--- src/rtl/stk_pkg.sv ---
package stk_pkg;

    typedef enum logic [2:0] {
        OP_LOAD  = 3'd0,
        OP_STORE = 3'd1,
        OP_ADD   = 3'd2,
        OP_SUB   = 3'd3,
        OP_MUL   = 3'd4,
        OP_DIV   = 3'd5,
        OP_RSV6  = 3'd6,
        OP_RSV7  = 3'd7
    } stk_op_e;

    typedef enum logic [1:0] {
        ST_IDLE,
        ST_LOAD,
        ST_DIVIDE
    } stk_state_e;

    typedef enum logic [1:0] {
        SA_NONE,
        SA_PUSH,
        SA_POP,
        SA_MERGE
    } stk_act_e;

    function automatic logic is_binary(stk_op_e op);
        return (op == OP_ADD) || (op == OP_SUB) || (op == OP_MUL) || (op == OP_DIV);
    endfunction

endpackage

--- src/rtl/stk_store.sv ---
module stk_store
    import stk_pkg::*;
#(
    parameter  int W     = 16,
    parameter  int DEPTH = 8,
    localparam int CW    = $clog2(DEPTH + 1),
    localparam int IW    = (DEPTH > 1) ? $clog2(DEPTH) : 1
) (
    input  logic          clk,
    input  logic          rst,
    input  stk_act_e      act,
    input  logic [W-1:0]  wval,
    output logic [W-1:0]  top,
    output logic [W-1:0]  second,
    output logic [CW-1:0] count
);

    logic [W-1:0] ent [DEPTH];

    generate
        for (genvar g = 0; g < DEPTH; g++) begin : g_slot
            always_ff @(posedge clk) begin
                if (rst) begin
                    ent[g] <= '0;
                end else if (act == SA_PUSH && 32'(count) == g) begin
                    ent[g] <= wval;
                end else if (act == SA_MERGE && 32'(count) == g + 2) begin
                    ent[g] <= wval;
                end
            end
        end
    endgenerate

    always_ff @(posedge clk) begin
        if (rst) begin
            count <= '0;
        end else begin
            case (act)
                SA_PUSH:  count <= count + CW'(1);
                SA_POP:   count <= count - CW'(1);
                SA_MERGE: count <= count - CW'(1);
                default:  count <= count;
            endcase
        end
    end

    always_comb begin
        top    = '0;
        second = '0;
        if (count >= CW'(1)) top    = ent[IW'(count - CW'(1))];
        if (count >= CW'(2)) second = ent[IW'(count - CW'(2))];
    end

endmodule

--- src/rtl/stk_arith.sv ---
module stk_arith
    import stk_pkg::*;
#(
    parameter int W = 16
) (
    input  stk_op_e      op,
    input  logic [W-1:0] lhs,
    input  logic [W-1:0] rhs,
    output logic [W-1:0] res
);

    always_comb begin
        case (op)
            OP_ADD:  res = lhs + rhs;
            OP_SUB:  res = lhs - rhs;
            OP_MUL:  res = lhs * rhs;
            default: res = '0;
        endcase
    end

endmodule

--- src/rtl/stk_divider.sv ---
module stk_divider #(
    parameter  int W  = 16,
    localparam int KW = $clog2(W + 1)
) (
    input  logic         clk,
    input  logic         rst,
    input  logic         start,
    input  logic [W-1:0] dividend,
    input  logic [W-1:0] divisor,
    output logic         busy,
    output logic         done,
    output logic [W-1:0] quotient
);

    logic          running;
    logic [KW-1:0] cnt;
    logic [W-1:0]  quo;
    logic [W-1:0]  rem;
    logic [W-1:0]  dvs;
    logic          neg;
    logic [W-1:0]  mag_a;
    logic [W-1:0]  mag_b;
    logic [W:0]    trial;

    assign mag_a = dividend[W-1] ? (~dividend + 1'b1) : dividend;
    assign mag_b = divisor[W-1]  ? (~divisor + 1'b1)  : divisor;
    assign trial = {rem, quo[W-1]} - {1'b0, dvs};

    always_ff @(posedge clk) begin
        if (rst) begin
            running <= 1'b0;
            cnt     <= '0;
            quo     <= '0;
            rem     <= '0;
            dvs     <= '0;
            neg     <= 1'b0;
        end else if (start) begin
            running <= 1'b1;
            cnt     <= KW'(W);
            quo     <= mag_a;
            rem     <= '0;
            dvs     <= mag_b;
            neg     <= dividend[W-1] ^ divisor[W-1];
        end else if (running) begin
            if (cnt != '0) begin
                if (!trial[W]) begin
                    rem <= trial[W-1:0];
                    quo <= {quo[W-2:0], 1'b1};
                end else begin
                    rem <= {rem[W-2:0], quo[W-1]};
                    quo <= {quo[W-2:0], 1'b0};
                end
                cnt <= cnt - KW'(1);
            end else begin
                running <= 1'b0;
            end
        end
    end

    assign busy     = running;
    assign done     = running && (cnt == '0);
    assign quotient = neg ? (~quo + 1'b1) : quo;

endmodule

--- src/rtl/stack_alu.sv ---
module stack_alu
    import stk_pkg::*;
#(
    parameter  int WIDTH = 16,
    parameter  int DEPTH = 8,
    parameter  int AW    = 8,
    localparam int CW    = $clog2(DEPTH + 1)
) (
    input  logic             clk,
    input  logic             rst,
    input  logic             ins_valid,
    output logic             ins_ready,
    input  logic [2:0]       ins_op,
    input  logic [AW-1:0]    ins_addr,
    output logic [AW-1:0]    mem_addr,
    output logic             mem_rd_en,
    output logic             mem_wr_en,
    output logic [WIDTH-1:0] mem_wdata,
    input  logic [WIDTH-1:0] mem_rdata,
    output logic [CW-1:0]    depth,
    output logic             ovf_flag,
    output logic             udf_flag,
    output logic             dz_flag
);

    stk_state_e       state;
    stk_op_e          op;
    stk_act_e         act;
    logic [WIDTH-1:0] wval;
    logic [WIDTH-1:0] top;
    logic [WIDTH-1:0] second;
    logic [WIDTH-1:0] arith_res;
    logic [WIDTH-1:0] div_q;
    logic [CW-1:0]    count;
    logic             fire;
    logic             full;
    logic             short;
    logic             overflow_hit;
    logic             div_zero;
    logic             div_start;
    logic             div_busy;
    logic             div_done;

    assign op    = stk_op_e'(ins_op);
    assign fire  = ins_valid && ins_ready;
    assign full  = (count == CW'(DEPTH));
    assign short = (is_binary(op) && count < CW'(2)) || (op == OP_STORE && count == '0);

    assign overflow_hit = (op == OP_LOAD) && full;
    assign div_zero     = (op == OP_DIV) && (top == '0);
    assign div_start    = fire && (op == OP_DIV) && !short && !div_zero;

    assign ins_ready = (state == ST_IDLE);
    assign mem_addr  = ins_addr;
    assign mem_wdata = top;
    assign mem_rd_en = fire && (op == OP_LOAD) && !full;
    assign mem_wr_en = fire && (op == OP_STORE) && !short;
    assign depth     = count;

    stk_store #(.W(WIDTH), .DEPTH(DEPTH)) i_store (
        .clk    (clk),
        .rst    (rst),
        .act    (act),
        .wval   (wval),
        .top    (top),
        .second (second),
        .count  (count)
    );

    stk_arith #(.W(WIDTH)) i_arith (
        .op  (op),
        .lhs (second),
        .rhs (top),
        .res (arith_res)
    );

    stk_divider #(.W(WIDTH)) i_div (
        .clk      (clk),
        .rst      (rst),
        .start    (div_start),
        .dividend (second),
        .divisor  (top),
        .busy     (div_busy),
        .done     (div_done),
        .quotient (div_q)
    );

    always_comb begin
        act  = SA_NONE;
        wval = '0;
        case (state)
            ST_IDLE: begin
                if (fire && !short) begin
                    case (op)
                        OP_STORE: act = SA_POP;
                        OP_ADD, OP_SUB, OP_MUL: begin
                            act  = SA_MERGE;
                            wval = arith_res;
                        end
                        OP_DIV: begin
                            if (div_zero) begin
                                act  = SA_MERGE;
                                wval = '0;
                            end
                        end
                        default: act = SA_NONE;
                    endcase
                end
            end
            ST_LOAD: begin
                act  = SA_PUSH;
                wval = mem_rdata;
            end
            ST_DIVIDE: begin
                if (div_done) begin
                    act  = SA_MERGE;
                    wval = div_q;
                end
            end
            default: act = SA_NONE;
        endcase
    end

    always_ff @(posedge clk) begin
        if (rst) begin
            state    <= ST_IDLE;
            ovf_flag <= 1'b0;
            udf_flag <= 1'b0;
            dz_flag  <= 1'b0;
        end else begin
            case (state)
                ST_IDLE: begin
                    if (mem_rd_en)      state <= ST_LOAD;
                    else if (div_start) state <= ST_DIVIDE;
                end
                ST_LOAD:   state <= ST_IDLE;
                ST_DIVIDE: if (div_done || !div_busy) state <= ST_IDLE;
                default:   state <= ST_IDLE;
            endcase
            if (fire && overflow_hit)                 ovf_flag <= 1'b1;
            if (fire && short)                        udf_flag <= 1'b1;
            if (fire && !short && div_zero)           dz_flag  <= 1'b1;
        end
    end

endmodule

--- config.mk ---
export PLATFORM = sky130hd
export DESIGN_NAME = stack_alu
export DESIGN_NICKNAME = d
export VERILOG_FILES = /design/src/rtl/stk_pkg.sv /design/src/rtl/stk_store.sv /design/src/rtl/stk_arith.sv /design/src/rtl/stk_divider.sv /design/src/rtl/stack_alu.sv
export SDC_FILE = /design/constraint.sdc
export NUM_CORES = 1
export LEC_CHECK = 0
export BUFFER_PORTS_ARGS = -buffer_cell sky130_fd_sc_hd__clkbuf_2
export CORE_AREA = 10 10 246 248
export CTS_CLUSTER_DIAMETER = 150
export DETAILED_ROUTE_END_ITERATION = 12
export DIE_AREA = 0 0 256 258
export PLACE_DENSITY = 0.54
export SYNTH_ARGS = -nofsm -noshare
export SYNTH_HDL_FRONTEND = slang
export SYNTH_SLANG_ARGS = --single-unit
--- constraint.sdc ---
create_clock -name clk -period 10.9 [get_ports clk]
set_input_delay 1.635 -clock clk [delete_from_list [all_inputs] [get_ports clk]]
set_output_delay 1.635 -clock clk [all_outputs]
set_load 0.02 [all_outputs]
[Yosys cells after proc, flatten, opt, wreduce, memory -nomap -nowiden]
Memory sizes are Yosys's and may differ from the RTL's.
Index checks and enable logic that the tools add are counted.
Word-level totals
  bits in registers: 64
  bits in writable memories: 128
  bits of input ports: 30
  output and inout port bits: 34
  logic and storage cells: 230
  memories: 1
Memory list
  i_store.ent: words 8, bits a word 16, rd ports 2, clocked after Yosys merged registers in 0, write ports 8, RTL line stk_store.sv:18  | logic [W-1:0] ent [DEPTH];
Operators by class
  $add $sub $neg: 10
  $mul: 1
  magnitude comparators: 3
  eq/ne operators: 21
  muxes and demuxes: 105
  bitwise operators: 20
  reductions and logical operators: 57
Operators by type and width (number)
  $mux W16: 28
  $pmux W16 S3: 2
  $mux W1: 62
  $add A16 B1 Y16 const B: 3
  $not A16 Y16: 3
  $logic_and A1 B1 Y1: 33
  $sub A17 B16 Y17: 1
  $add A16 B16 Y16: 1
  $eq A4 B3 Y1 const B: 4
  $logic_not A16 Y1: 1
  $mul A16 B16 Y16: 1
  $or A1 B1 Y1: 16
  $sub A16 B16 Y16: 1
  $mux W5: 3
  $mux W2: 6
  $pmux W2 S3: 2
  $eq A4 B2 Y1 const B: 2
  $eq A4 B4 Y1 const B: 2
  $pmux W4 S2: 1
  $eq A2 B2 Y1 const B: 3
  $eq A3 B2 Y1 const B: 2
  $eq A3 B3 Y1 const B: 2
  $reduce_and A2 Y1: 3
  $reduce_bool A2 Y1: 3
  23 further kinds: 32

[Longest topological paths before layout]
  depth in word-level cells: 17
  gate-level depth with buffers: 38
  depth with buffers taken out: 29

[Modules after synthesis]
From an unflattened synthesis, not the netlist that was laid out.
Unflattened totals
  cell total of the unflattened synthesis: 1762
  area total of the unflattened synthesis: 17421.7 sq um
By module, submodules not included
  stk_store: instances 1, cells an instance 526, area each 7591.0 sq um, sequential area each 3923.8 sq um
  stk_arith: instances 1, cells an instance 642, area each 5166.2 sq um, sequential area each 0.0 sq um
  stk_divider: instances 1, cells an instance 498, area each 3916.3 sq um, sequential area each 1101.1 sq um
  stack_alu: instances 1, cells an instance 96, area each 748.2 sq um, sequential area each 100.1 sq um

[Worst setup path before layout]
No wires, ideal clock.
  path kind: reg-to-reg
  start point: reg i_store.count[1]
  end point: mem i_store.ent[0][15], data pin
  library setup time: 0.274 ns
  arrival: 8.632 ns
  required time: 10.626 ns
  path slack: 1.993 ns
  stages on the path, launching flop included: 37
  buffers on the path: 9
  period minus slack after synthesis: 8.907 ns
  cells stage by stage: dfxtp_1 buf_2 buf_4 buf_4 buf_1 inv_1 ha_1 buf_4 buf_2 buf_2 mux4_2 mux2_2 and2_1 buf_4 inv_2 clkbuf_1 nor3_1 fa_1 inv_1 fa_1 inv_1 fa_1 fa_1 inv_1 fa_1 fa_1 xor2_1 xnor2_1 xnor2_1 xnor2_1 xnor2_1 xnor2_1 xnor3_1 xnor2_1 a21o_1 o21ai_4 a21oi_1
RTL lines
  start: declaration: RTL line stk_store.sv:15  | output logic [CW-1:0] count
  start signal: assignment: RTL line stk_store.sv:39  | SA_PUSH: count <= count + CW'(1);
  start signal: assignment: RTL line stk_store.sv:40  | SA_POP: count <= count - CW'(1);
  start signal: assignment: RTL line stk_store.sv:41  | SA_MERGE: count <= count - CW'(1);
  end: declaration: RTL line stk_store.sv:18

==> metrics <==
outcome=finished clean; Post-CTS Setup Bufs=0; Die Height=258 um; Layout area overhead=9.14%; Setup TNS=0 ns; CTS Buf Count=17; antenna cells=0; dominant cell type by area after synthesis=edfxtp_1; worst hold slack=0.459 ns; CTS resizes=0; TritonCTS Sinks=192; Via density=5.25; worst r2r src=i_store.count[0]; clock latency on the worst-skew pair=0.46 ns; Critical Path AT=9.34 ns; largest family of logic cells by synthesized area=adder cells; share of cells above drive strength 1=12.4%; CTS clk-pin slew, worst paths=0.08 ns; initial antenna violation count=0; sequential share of the synthesized area=31.1%; Setup crit end kind=register; synthesized area=16500 um^2; DP Wirelength=39800 um; Async SR Flop Fraction=0%; Post-route DRC=0; post-route minimum period=9.15 ns; fin nets=1928; final wirelength=53500 um; number of synthesized flops with an enable pin=128; Crit Path Class=reg -> reg; final cycle utilization of the critical path=84.0%; Placer Congestion=0.911; placed cell areas=17400 um^2; post-synthesis xor/xnor area fraction=6.67%; Avg Cell Area, Syn=9.48 um^2; Longest Clk Path Bufs=2; DIE AREA=66000 um^2; Synth Net Count=1943; CTS tree=yes; Core Util, Final=32.2%; antenna-violating nets left=0; #FFs+latches synth=192; Initial Util=29.5%; largest stage delay on the critical path=0.89 ns; I/O pins=64; vias in the first global route=13100; vias=13100; fin. max-slew vios=0; Max Fclk=0.109 GHz; Tightest Pin Transition=1.42 ns; largest net degree at the start of global routing=61; DR iter-0 viols=1229; num rows=87; Leak=6.93 nW; HP Start=i_div.cnt[4]; slowest cell on the critical path=ha_2; most frequent CP cell=fa_1; hold path endpoint=i_div.cnt[4]; reg2reg path depth=25; Fin Clk Skew=0.0239 ns; Fin. Hold Viols=0; GRT Total Usage=15.9%; crit path launch type=register; Core Footprint=55700 um^2; first-pass GRT wire length=80900 um; flop2flop setup slack=1.75 ns; GRT Residual Overflow=0; chip width=256 um; WHS Path Cells=2; HP Class=reg -> reg; leading cell type in the layout, fill and taps excluded=nor2_1; htree depth=4; I/O Buffers=47; multiplexer share of the synthesized area=10.5%; Netlist cell types=68; MaxCap Viol Count=0; dominant synthesized flop cell=edfxtp_1; Syn Inst Count=1738; post-synth top area share=23.3%; Clock Tree Root=clkbuf_16; relative slew slack=5.19%; unrepaired setup endpoints after global routing=false; # hold bufs at CTS=0; routed len/inst=21.5 um; main area contributors after synthesis=edfxtp_1 (23%), fa_1 (10%), mux4_2 (8.3%), dfxtp_1 (7.8%), ha_1 (7.1%); adder-cell share of the synthesized area=17.0%; Syn. warnings=0; fin area=18000 um^2; Simple-Gate Fraction of Synth Area=17.0%; final setup violation count=0; TritonRoute pass-1 iters=6; worst reg2reg path endpoint=i_store.ent[3][13]; critical path peak fanout=25; commonest cells after routing, fill and taps aside=nor2_1 (279), nand2_1 (178), inv_1 (160); total power=0.00538 W; CP required=11.09 ns; pwr dens=299 nW/um^2; area fraction in compound gates after synthesis=10.6%; worst-case vdd ir drop=0.143 mV
[registers in the layout (all words and copies together), names as in the netlist, 2 cells and up]
register and flops:
i_div.rem 16, i_div.cnt 5, i_div.dvs 16, i_div.quo 16, i_store.count 4, state 2, i_store.ent 128
[worst max-delay path by stage]
stage                     slack [ns]                 end              from  cells after the start
after floorplan                 1.99  i_store.ent[0][15]  i_store.count[1]                     36
after CTS                       1.80  i_store.ent[1][13]  i_store.count[0]                     25
final                           1.75  i_store.ent[3][13]  i_store.count[0]                     25
after detailed placement        1.83  i_store.ent[1][13]  i_store.count[0]                     25
after global placement          2.03  i_store.ent[6][13]  i_store.count[0]                     25
after global routing            1.41  i_store.ent[2][13]  i_store.count[0]                     25
[metal layers]
metal  vias up  wire length [um]  global-route usage (%)
met1      6562             23000                    20.5
met5         -                 0                       0
met2       478             25100                    26.5
met4         0              1550                    4.98
li1       5955                 -                       -
met3        84              3770                    3.19
[critical path: cells and delay by family, from the launching register on]
kind            cells  cell delay (ns)
compound gates      4             1.55
xor+xnor            1             0.31
fa+ha+maj           8             4.32
buf+inv             5             0.78
flops               1             0.57
mux                 1             0.60
simple gates        6             0.74
[metrics by stage]
stage	setup slack [ns]	std cells
after floorplan	1.99	1738
after global placement	2.03	2460
after detailed placement	1.83	2460
after CTS	1.80	2492
after global routing	1.41	2492
final	1.75	2492
[cells in the mapped netlist, types with 12 or more instances]
cell type	n
nand2_1	178
fa_1	82
buf_1	16
o21ai_0	41
a21o_1	20
a31oi_1	13
nor2b_1	19
dfxtp_1	64
and2_1	12
nor3_1	39
nand3_1	19
xnor2_1	92
nand2b_1	26
a311oi_1	22
a21oi_1	50
ha_1	93
buf_2	15
buf_4	16
a211oi_1	27
xor2_1	20
mux2i_1	24
mux4_2	61
clkbuf_1	57
inv_1	160
nor2_1	279
edfxtp_1	128
[cells by family (layout without fill, tap and decap cells)]
kind of cell	after synthesis	count (layout)
buffers and inverters	281	279
multiplexers	91	91
adder cells (fa/ha/maj)	175	175
AND/OR/NAND/NOR	630	630
XOR/XNOR	117	117
flip-flops	192	192
AO/OA/AOI/OAI	252	252
[report_power, final]
part	internal, W	total, W	switching, W
Combinational	0.00139	0.00388	0.00249
Sequential	0.000811	0.000848	0.0000372
Clock	0.000348	0.000651	0.000303
Total	0.00255	0.00538	0.00283
[layout make-up]
class | count | area, um^2
Fill cell | 5791 | 37800
Multi-Input combinational cell | 1265 | 10200
Sequential cell | 192 | 5130
Tap cell | 756 | 946
Inverter | 171 | 642
Timing Repair Buffer | 76 | 453
Clock buffer | 19 | 433
Clock inverter | 13 | 169
Power figures use the tool's default switching activity.
